[config.mk]
export PLATFORM = sky130hd
export DESIGN_NAME = tw_ctl_slave
export DESIGN_NICKNAME = d
export VERILOG_FILES = /design/src/rtl/tw_ctl_pkg.sv /design/src/rtl/tw_sync.sv /design/src/rtl/tw_rx_byte.sv /design/src/rtl/tw_tx_shift.sv /design/src/rtl/tw_ctl_slave.sv
export SDC_FILE = /design/constraint.sdc
export NUM_CORES = 1
export LEC_CHECK = 0
export BUFFER_PORTS_ARGS = -buffer_cell sky130_fd_sc_hd__buf_2
export CAP_MARGIN = 20
export CORE_UTILIZATION = 35
export CTS_CLUSTER_DIAMETER = 150
export DETAILED_ROUTE_END_ITERATION = 8
export HOLD_SLACK_MARGIN = 0.02
export PLACE_DENSITY_LB_ADDON = 0.1
export SLEW_MARGIN = 40
export SYNTH_ARGS = -nofsm -noshare
export SYNTH_HDL_FRONTEND = slang
export SYNTH_SLANG_ARGS = --single-unit
[constraint.sdc]
create_clock -name clk -period 2.95 [get_ports clk]
set_input_delay 0 -clock clk [delete_from_list [all_inputs] [get_ports clk]]
set_output_delay 0 -clock clk [all_outputs]
set_load 0.01 [all_outputs]
[src/rtl/tw_ctl_pkg.sv]
package tw_ctl_pkg;

  localparam int BYTE_W = 8;

  // transfer codes in bits 1..0 of the address byte
  localparam logic [1:0] XFER_WRITE = 2'b10;
  localparam logic [1:0] XFER_READ  = 2'b11;

  typedef enum logic [2:0] {
    ST_ADDR,    // address phase, collecting the selector byte
    ST_IGNORE,  // not addressed or transfer finished
    ST_WSEL,    // write/prepare selected, awaiting register byte
    ST_WDATA,   // collecting write value bytes
    ST_RSEL,    // read selected, awaiting data phase
    ST_RD       // driving read bits
  } tw_state_e;

endpackage

[src/rtl/tw_sync.sv]
module tw_sync #(
  parameter int               WIDTH   = 3,
  parameter int               STAGES  = 2,
  parameter logic [WIDTH-1:0] RST_VAL = '0
) (
  input  logic             clk,
  input  logic             rst_n,
  input  logic [WIDTH-1:0] async_in,
  output logic [WIDTH-1:0] sync_out
);

  logic [STAGES-1:0][WIDTH-1:0] stage_q;

  always_ff @(posedge clk or negedge rst_n) begin
    if (!rst_n) begin
      for (int s = 0; s < STAGES; s++) stage_q[s] <= RST_VAL;
    end else begin
      stage_q[0] <= async_in;
      for (int s = 1; s < STAGES; s++) stage_q[s] <= stage_q[s-1];
    end
  end

  assign sync_out = stage_q[STAGES-1];

endmodule

[src/rtl/tw_rx_byte.sv]
module tw_rx_byte
  import tw_ctl_pkg::*;
(
  input  logic              clk,
  input  logic              rst_n,
  input  logic              clr,
  input  logic              sample_en,
  input  logic              bit_in,
  output logic [BYTE_W-1:0] byte_q,
  output logic              byte_done
);

  localparam int                CW   = $clog2(BYTE_W);
  localparam logic [CW-1:0]     LAST = CW'(BYTE_W - 1);

  logic [CW-1:0]     cnt_q, cnt_d;
  logic [BYTE_W-1:0] sr_q, sr_d;
  logic              done_q, done_d;

  always_comb begin
    cnt_d  = cnt_q;
    sr_d   = sr_q;
    done_d = 1'b0;
    if (clr) begin
      cnt_d = '0;
    end else if (sample_en) begin
      sr_d   = {bit_in, sr_q[BYTE_W-1:1]};   // LSB first: newest bit enters at the top
      done_d = (cnt_q == LAST);
      cnt_d  = (cnt_q == LAST) ? '0 : cnt_q + 1'b1;
    end
  end

  always_ff @(posedge clk or negedge rst_n) begin
    if (!rst_n) begin
      cnt_q  <= '0;
      sr_q   <= '0;
      done_q <= 1'b0;
    end else begin
      cnt_q  <= cnt_d;
      sr_q   <= sr_d;
      done_q <= done_d;
    end
  end

  assign byte_q    = sr_q;
  assign byte_done = done_q;

endmodule

[src/rtl/tw_tx_shift.sv]
module tw_tx_shift #(
  parameter int TW = 24
) (
  input  logic          clk,
  input  logic          rst_n,
  input  logic          load,
  input  logic [TW-1:0] load_val,
  input  logic          shift_en,
  input  logic          abort,
  output logic          bit_out,
  output logic          active
);

  localparam int CW = $clog2(TW + 1);

  logic [TW-1:0] sr_q, sr_d;
  logic [CW-1:0] rem_q, rem_d;

  always_comb begin
    sr_d  = sr_q;
    rem_d = rem_q;
    if (abort) begin
      rem_d = '0;
    end else if (load) begin
      sr_d  = load_val;
      rem_d = CW'(TW);
    end else if (shift_en && (rem_q != '0)) begin
      sr_d  = {1'b0, sr_q[TW-1:1]};
      rem_d = rem_q - 1'b1;
    end
  end

  always_ff @(posedge clk or negedge rst_n) begin
    if (!rst_n) begin
      sr_q  <= '0;
      rem_q <= '0;
    end else begin
      sr_q  <= sr_d;
      rem_q <= rem_d;
    end
  end

  assign active  = (rem_q != '0);
  assign bit_out = sr_q[0] & active;

endmodule

[src/rtl/tw_ctl_slave.sv]
module tw_ctl_slave
  import tw_ctl_pkg::*;
#(
  parameter logic [5:0] DEV_ID      = 6'b010100,
  parameter int         AW          = 7,
  parameter int         DW          = 16,
  parameter int         SYNC_STAGES = 2
) (
  input  logic          clk,
  input  logic          rst_n,
  input  logic          bus_clk,
  input  logic          bus_mode,
  input  logic          bus_data_in,
  output logic          bus_data_out,
  output logic          bus_data_oe,
  output logic [AW-1:0] reg_addr,
  output logic [DW-1:0] reg_wdata,
  output logic          reg_we,
  input  logic [DW-1:0] reg_rdata,
  input  logic          reg_addr_ok
);

  localparam int            NBYTES = DW / BYTE_W;
  localparam int            BCW    = (NBYTES > 1) ? $clog2(NBYTES) : 1;
  localparam int            TXW    = BYTE_W + DW;
  localparam logic [BCW-1:0] BLAST = BCW'(NBYTES - 1);

  // ---------------- reset: async assert, sync release ----------------
  logic [1:0] rst_pipe_q;
  logic       rst_int_n;

  always_ff @(posedge clk or negedge rst_n) begin
    if (!rst_n) rst_pipe_q <= 2'b00;
    else        rst_pipe_q <= {rst_pipe_q[0], 1'b1};
  end
  assign rst_int_n = rst_pipe_q[1];

  // ---------------- input synchroniser and edge events ----------------
  logic [2:0] sync_vec;
  logic       s_clk, s_mode, s_data;
  logic       clk_d_q, mode_d_q;
  logic       rise_ev, fall_ev, mode_rise, mode_fall;

  tw_sync #(
    .WIDTH  (3),
    .STAGES (SYNC_STAGES),
    .RST_VAL(3'b001)            // bus clock idles high
  ) u_sync (
    .clk     (clk),
    .rst_n   (rst_int_n),
    .async_in({bus_data_in, bus_mode, bus_clk}),
    .sync_out(sync_vec)
  );

  assign s_clk  = sync_vec[0];
  assign s_mode = sync_vec[1];
  assign s_data = sync_vec[2];

  always_ff @(posedge clk or negedge rst_int_n) begin
    if (!rst_int_n) begin
      clk_d_q  <= 1'b1;
      mode_d_q <= 1'b0;
    end else begin
      clk_d_q  <= s_clk;
      mode_d_q <= s_mode;
    end
  end

  assign rise_ev   =  s_clk  & ~clk_d_q;
  assign fall_ev   = ~s_clk  &  clk_d_q;
  assign mode_rise =  s_mode & ~mode_d_q;
  assign mode_fall = ~s_mode &  mode_d_q;

  // ---------------- receive path ----------------
  logic [BYTE_W-1:0] rx_byte;
  logic              byte_done;

  tw_rx_byte u_rx (
    .clk      (clk),
    .rst_n    (rst_int_n),
    .clr      (mode_rise | mode_fall),
    .sample_en(rise_ev),
    .bit_in   (s_data),
    .byte_q   (rx_byte),
    .byte_done(byte_done)
  );

  // ---------------- sequencer state ----------------
  tw_state_e     state_q, state_d;
  logic [AW-1:0] addr_q, addr_d;
  logic          armed_q, armed_d;
  logic [DW-1:0] acc_q, acc_d;
  logic [BCW-1:0] bcnt_q, bcnt_d;
  logic          we_q, we_d;
  logic          seen_q, seen_d;
  logic          id_hit;
  logic          tx_active, tx_bit, tx_load, tx_shift;
  logic [TXW-1:0] tx_val;

  assign id_hit = (rx_byte[BYTE_W-1:2] == DEV_ID);

  always_comb begin
    state_d = state_q;
    addr_d  = addr_q;
    armed_d = armed_q;
    acc_d   = acc_q;
    bcnt_d  = bcnt_q;
    we_d    = 1'b0;
    seen_d  = seen_q;
    if (mode_fall) begin
      state_d = ST_ADDR;
    end else if (mode_rise) begin
      seen_d = 1'b0;
      if (state_q == ST_RSEL)      state_d = ST_RD;
      else if (state_q == ST_ADDR) state_d = ST_IGNORE;   // short address phase
    end else begin
      case (state_q)
        ST_ADDR: begin
          if (byte_done) begin
            if (id_hit && rx_byte[1:0] == XFER_WRITE)     state_d = ST_WSEL;
            else if (id_hit && rx_byte[1:0] == XFER_READ) state_d = ST_RSEL;
            else                                          state_d = ST_IGNORE;
          end
        end
        ST_WSEL: begin
          if (byte_done && s_mode) begin
            addr_d = rx_byte[BYTE_W-1:1];
            if (rx_byte[0]) begin
              armed_d = 1'b1;
              state_d = ST_IGNORE;
            end else begin
              armed_d = 1'b0;
              bcnt_d  = '0;
              state_d = ST_WDATA;
            end
          end
        end
        ST_WDATA: begin
          if (byte_done && s_mode) begin
            acc_d = DW'({acc_q, rx_byte});
            if (bcnt_q == BLAST) begin
              we_d    = 1'b1;
              state_d = ST_IGNORE;
            end else begin
              bcnt_d = bcnt_q + 1'b1;
            end
          end
        end
        ST_RD: begin
          if (rise_ev) seen_d = 1'b1;
          if (seen_q && !tx_active) state_d = ST_IGNORE;
        end
        default: ;
      endcase
    end
  end

  always_ff @(posedge clk or negedge rst_int_n) begin
    if (!rst_int_n) begin
      state_q <= ST_ADDR;
      addr_q  <= '0;
      armed_q <= 1'b0;
      acc_q   <= '0;
      bcnt_q  <= '0;
      we_q    <= 1'b0;
      seen_q  <= 1'b0;
    end else begin
      state_q <= state_d;
      addr_q  <= addr_d;
      armed_q <= armed_d;
      acc_q   <= acc_d;
      bcnt_q  <= bcnt_d;
      we_q    <= we_d;
      seen_q  <= seen_d;
    end
  end

  // ---------------- transmit path ----------------
  // bit 0 of the frame: 0 = valid address
  assign tx_val[BYTE_W-1:0] = {addr_q, ~(armed_q & reg_addr_ok)};

  for (genvar b = 0; b < NBYTES; b++) begin : g_txbyte
    // most significant data byte goes out first
    assign tx_val[BYTE_W*(b+1) +: BYTE_W] = reg_rdata[DW-BYTE_W*(b+1) +: BYTE_W];
  end

  assign tx_load  = mode_rise && (state_q == ST_RSEL);
  assign tx_shift = fall_ev && (state_q == ST_RD) && seen_q;

  tw_tx_shift #(.TW(TXW)) u_tx (
    .clk     (clk),
    .rst_n   (rst_int_n),
    .load    (tx_load),
    .load_val(tx_val),
    .shift_en(tx_shift),
    .abort   (mode_fall),
    .bit_out (tx_bit),
    .active  (tx_active)
  );

  // ---------------- outputs ----------------
  assign bus_data_oe  = (state_q == ST_RD) & tx_active;
  assign bus_data_out = tx_bit & bus_data_oe;
  assign reg_addr     = addr_q;
  assign reg_wdata    = acc_q;
  assign reg_we       = we_q;

endmodule

==> impl_metrics.csv <==
group,metric,value,unit
outcome,status,"completed",
clock_network,clock_sinks,81,
synthesis,syn_avg_cell_area,12.4,um^2
clock_network,cts_resized,0,
synthesis,synthAdderAreaFrac,1.80,%
drt,wirelength,6.45,mm
finish,area_growth,23.2,%
drt,first_pass_iters,4,
finish,final_cell_mix,"77 x dfrtp_1, 47 x buf_2, 32 x nand2_1",
power,power.switching,543,uW
finish,final_common_cell,"dfrtp_1",
clock_network,post-cts-setup-buffers,0,
floorplan,die_x,102,um
synthesis,synth_compound_area_share,7.32,%
clock_network,path_clk_slew,0.09,ns
placed_design,dp_cells,447,
drt,viasPerCell,4.64,
worst_setup_path,critPathKind,"flop to flop",
min_path,hold_class,"flop to async pin",
floorplan,initial_utilization,36.9,%
sta,slew_violations,0,
placed_design,gp_congestion,0.709,
drt,ant_nets,0,
drt,vias,2247,
worst_setup_path,r2r_start,"u_tx.rem_q[0]",
power,pwr-share-comb,6.7,%
worst_setup_path,reg2reg_depth,6,
sta,clock_skew,0.0157,ns
worst_setup_path,critPathRequiredTime,3.19,ns
power,swShare,24.2,%
power,p_seq_share,55.8,%
sta,maxSlewHeadroom,65.5,%
worst_setup_path,end_kind,"flop",
sta,finalSetupViolations,0,
finish,multiInputGateArea,1330,um^2
synthesis,async_reset_ff_share,100,%
finish,fin_cells,484,
synthesis,synth-edff-count,0,
synthesis,yosys.area_share.simple,10.2,%
clock_network,clock_path_buffers,2,
finish,fillers,895,
synthesis,yosys_warnings,0,
clock_network,cts.htree.levels,3,
drt,drt_iter0_drc,81,
worst_setup_path,endpoint,"state_q[1]",
synthesis,yosys_register_bits,81,
sta,fmax,502,MHz
global_route,grt_use_total,14.2,%
clock_network,cts.root.buffer_cell,"clkbuf_8",
clock_network,cts_inserted_buffers,9,
worst_setup_path,r2r-end,"state_q[1]",
worst_setup_path,slowest_stage,"nor4b_2",
finish,drive_gt1_share,29.9,%
worst_setup_path,rrSetupSlack,0.96,ns
floorplan,die_y,102,um
worst_setup_path,crit_cells,6,
floorplan,core-area,9420,um^2
synthesis,synth_nets,307,
clock_network,clk_latency,0.36,ns
worst_setup_path,start_kind,"flop",
worst_setup_path,cp.arrival,2.23,ns
synthesis,synthFlopType,"dfrtp_1",
worst_setup_path,crit_chain,"inv_1 > ha_1 > nor4b_2 > a31oi_1 > nand2b_1 > a221o_1",
placed_design,hpwl,4.25,mm
sta,fin_crit_sh,67.5,%
placed_design,io_buffers,47,
power,total_leakage_power,0.00205,uW
synthesis,ys_types,46,
worst_setup_path,cp_top_family,"simple AND/OR/NAND/NOR gates",
worst_setup_path,slowest_delay,0.44,ns
finish,nNetsFinal,378,
power,clkPwrFrac,37.5,%
sta,worst_pin_slew,0.517,ns
floorplan,rows,35,
finish,seq_area,2030,um^2
sta,tns,0,ns
global_route,grt_overflow,0,
global_route,grt_pass1_wl,11.1,mm
synthesis,synth_mux_area_share,17.9,%
synthesis,synth_top_family_by_area,"multiplexers",
floorplan,dieArea,10300,um^2
worst_setup_path,path_buf_inv,1,
floorplan,io_pins,48,
worst_setup_path,crit_fanout,4,
global_route,antenna_found_initial,0,
power,total_power,2240,uW
drt,drcViolationCount,0,
power,power.density,525,nW/um^2
synthesis,yosysSeqAreaShare,58.5,%
sta,grt_setup_unrepaired,"false",
synthesis,synth_xor_xnor_area_share,0.757,%
sta,hold_viol_final,0,
finish,diodes,0,
run,drv_cap,0,
global_route,grt_pass1_vias,2208,
synthesis,netlist_area,3470,um^2
power,ir_drop,0.356,mV
clock_network,cts_tree,"built",
finish,fin_util,45.4,%
power,intPower,1700,uW
sta,min_period,1.99,ns
drt,wl_per_cell,13.3,um
synthesis,syn_inst,280,
worst_setup_path,crit_start,"u_tx.rem_q[0]",
global_route,grt_start_max_net_pins,48,
area by class of cell:
type	instances	area share [%]
clock buffer	12	3.63
clock inverter	3	1.11
inverter	8	0.703
multi-input combinational	177	31.1
sequential	81	47.6
tap	129	3.78
timing repair buffer	74	12.1
power by group through the flow:
stage / registers, uW / clock network (uW) / logic [uW]
2_1_floorplan: 1250 / 0 / 91.8
5_1_grt: 1270 / 929 / 169
4_1_cts: 1260 / 881 / 154
6_report: 1250 / 841 / 151
3_5_place_dp: 1280 / 0 / 131
3_3_place_gp: 1290 / 0 / 108
synthesized netlist by cell type (3+ instances only):
master | n | share of area [%]
dfstp_2 | 3 | 2.3
a21oi_1 | 4 | 0.58
inv_1 | 7 | 0.76
clkbuf_1 | 4 | 0.43
ha_1 | 5 | 1.8
nor2b_1 | 5 | 0.90
mux2_2 | 27 | 8.8
nor3_1 | 4 | 0.58
nor2_1 | 5 | 0.54
mux2i_1 | 25 | 7.2
mux2_1 | 6 | 1.9
o21ai_1 | 24 | 3.5
o21ai_0 | 6 | 0.87
dfrtp_1 | 78 | 56
nand3_1 | 3 | 0.43
nand2_1 | 32 | 3.5
buf_4 | 3 | 0.65
buf_2 | 5 | 0.72
flip-flops by register name, summed over array words and instances (netlist names):
register / flops
bcnt_q: 1
u_rx.byte_done: 1
u_tx.sr_q: 24
reg_addr: 7
u_rx.cnt_q: 3
rst_pipe_q: 2
u_sync.stage_q: 3
reg_we: 1
u_sync.sync_out: 3
state_q: 3
u_rx.byte_q: 8
armed_q: 1
mode_d_q: 1
reg_wdata: 16
u_tx.rem_q: 5
seen_q: 1
clk_d_q: 1
kinds of logic (layout without fill, tap and decap cells):
| family | count (synthesis) | in the layout |
|---|---|---|
| DFF | 81 | 81 |
| and+or+nand+nor | 66 | 66 |
| adders and majority gates | 5 | 5 |
| AOI/OAI and AO/OA | 44 | 44 |
| buffers and inverters | 22 | 97 |
| muxes | 58 | 58 |
| other | 1 | 1 |
| xor gates and xnor gates | 3 | 3 |
metal layers:
metal,routed length [um],track usage [%],up-vias,share of wire (%)
li1,-,-,1118,-
met1,3120,18.1,1087,48
met2,2920,21.5,37,45
met3,327,6.35,5,5.1
met4,80,5.02,0,1.2
met5,0,0,-,0
worst register-to-register path, cell delays in order (launching register included):
cell	delay, ns
dfrtp_1	0.40
inv_1	0.07
ha_1	0.15
nor4b_2	0.44
a31oi_1	0.24
nand2b_1	0.22
a221o_1	0.37
per-stage QoR:
step	hold WS (ns)	setup slack, ns	area (um^2)
floorplan	-0.296	0.532	3470
global placement	-0.215	1.01	3810
detailed placement	-0.214	0.960	3850
CTS	0.252	0.949	4270
global route	0.254	0.750	4270
finish	0.243	0.959	4270
how the worst min path moves through the flow:
stage | from | to | slack, ns
finish | rst_pipe_q[1] | u_tx.sr_q[4] | 0.24
global route | bus_data_in | u_sync.stage_q[2] | 0.25
CTS | bus_data_in | u_sync.stage_q[2] | 0.25
detailed placement | rst_n | rst_pipe_q[0] | -0.21
global placement | rst_n | rst_pipe_q[0] | -0.22
floorplan | rst_n | rst_pipe_q[0] | -0.30
timing repair:
action                                  in CTS  in global routing
endpoints found under the setup margin       0                  0
hold buffers                                22                  0
endpoints found under the hold margin       22                  0
No activity file was read; power rests on OpenSTA's default activity.
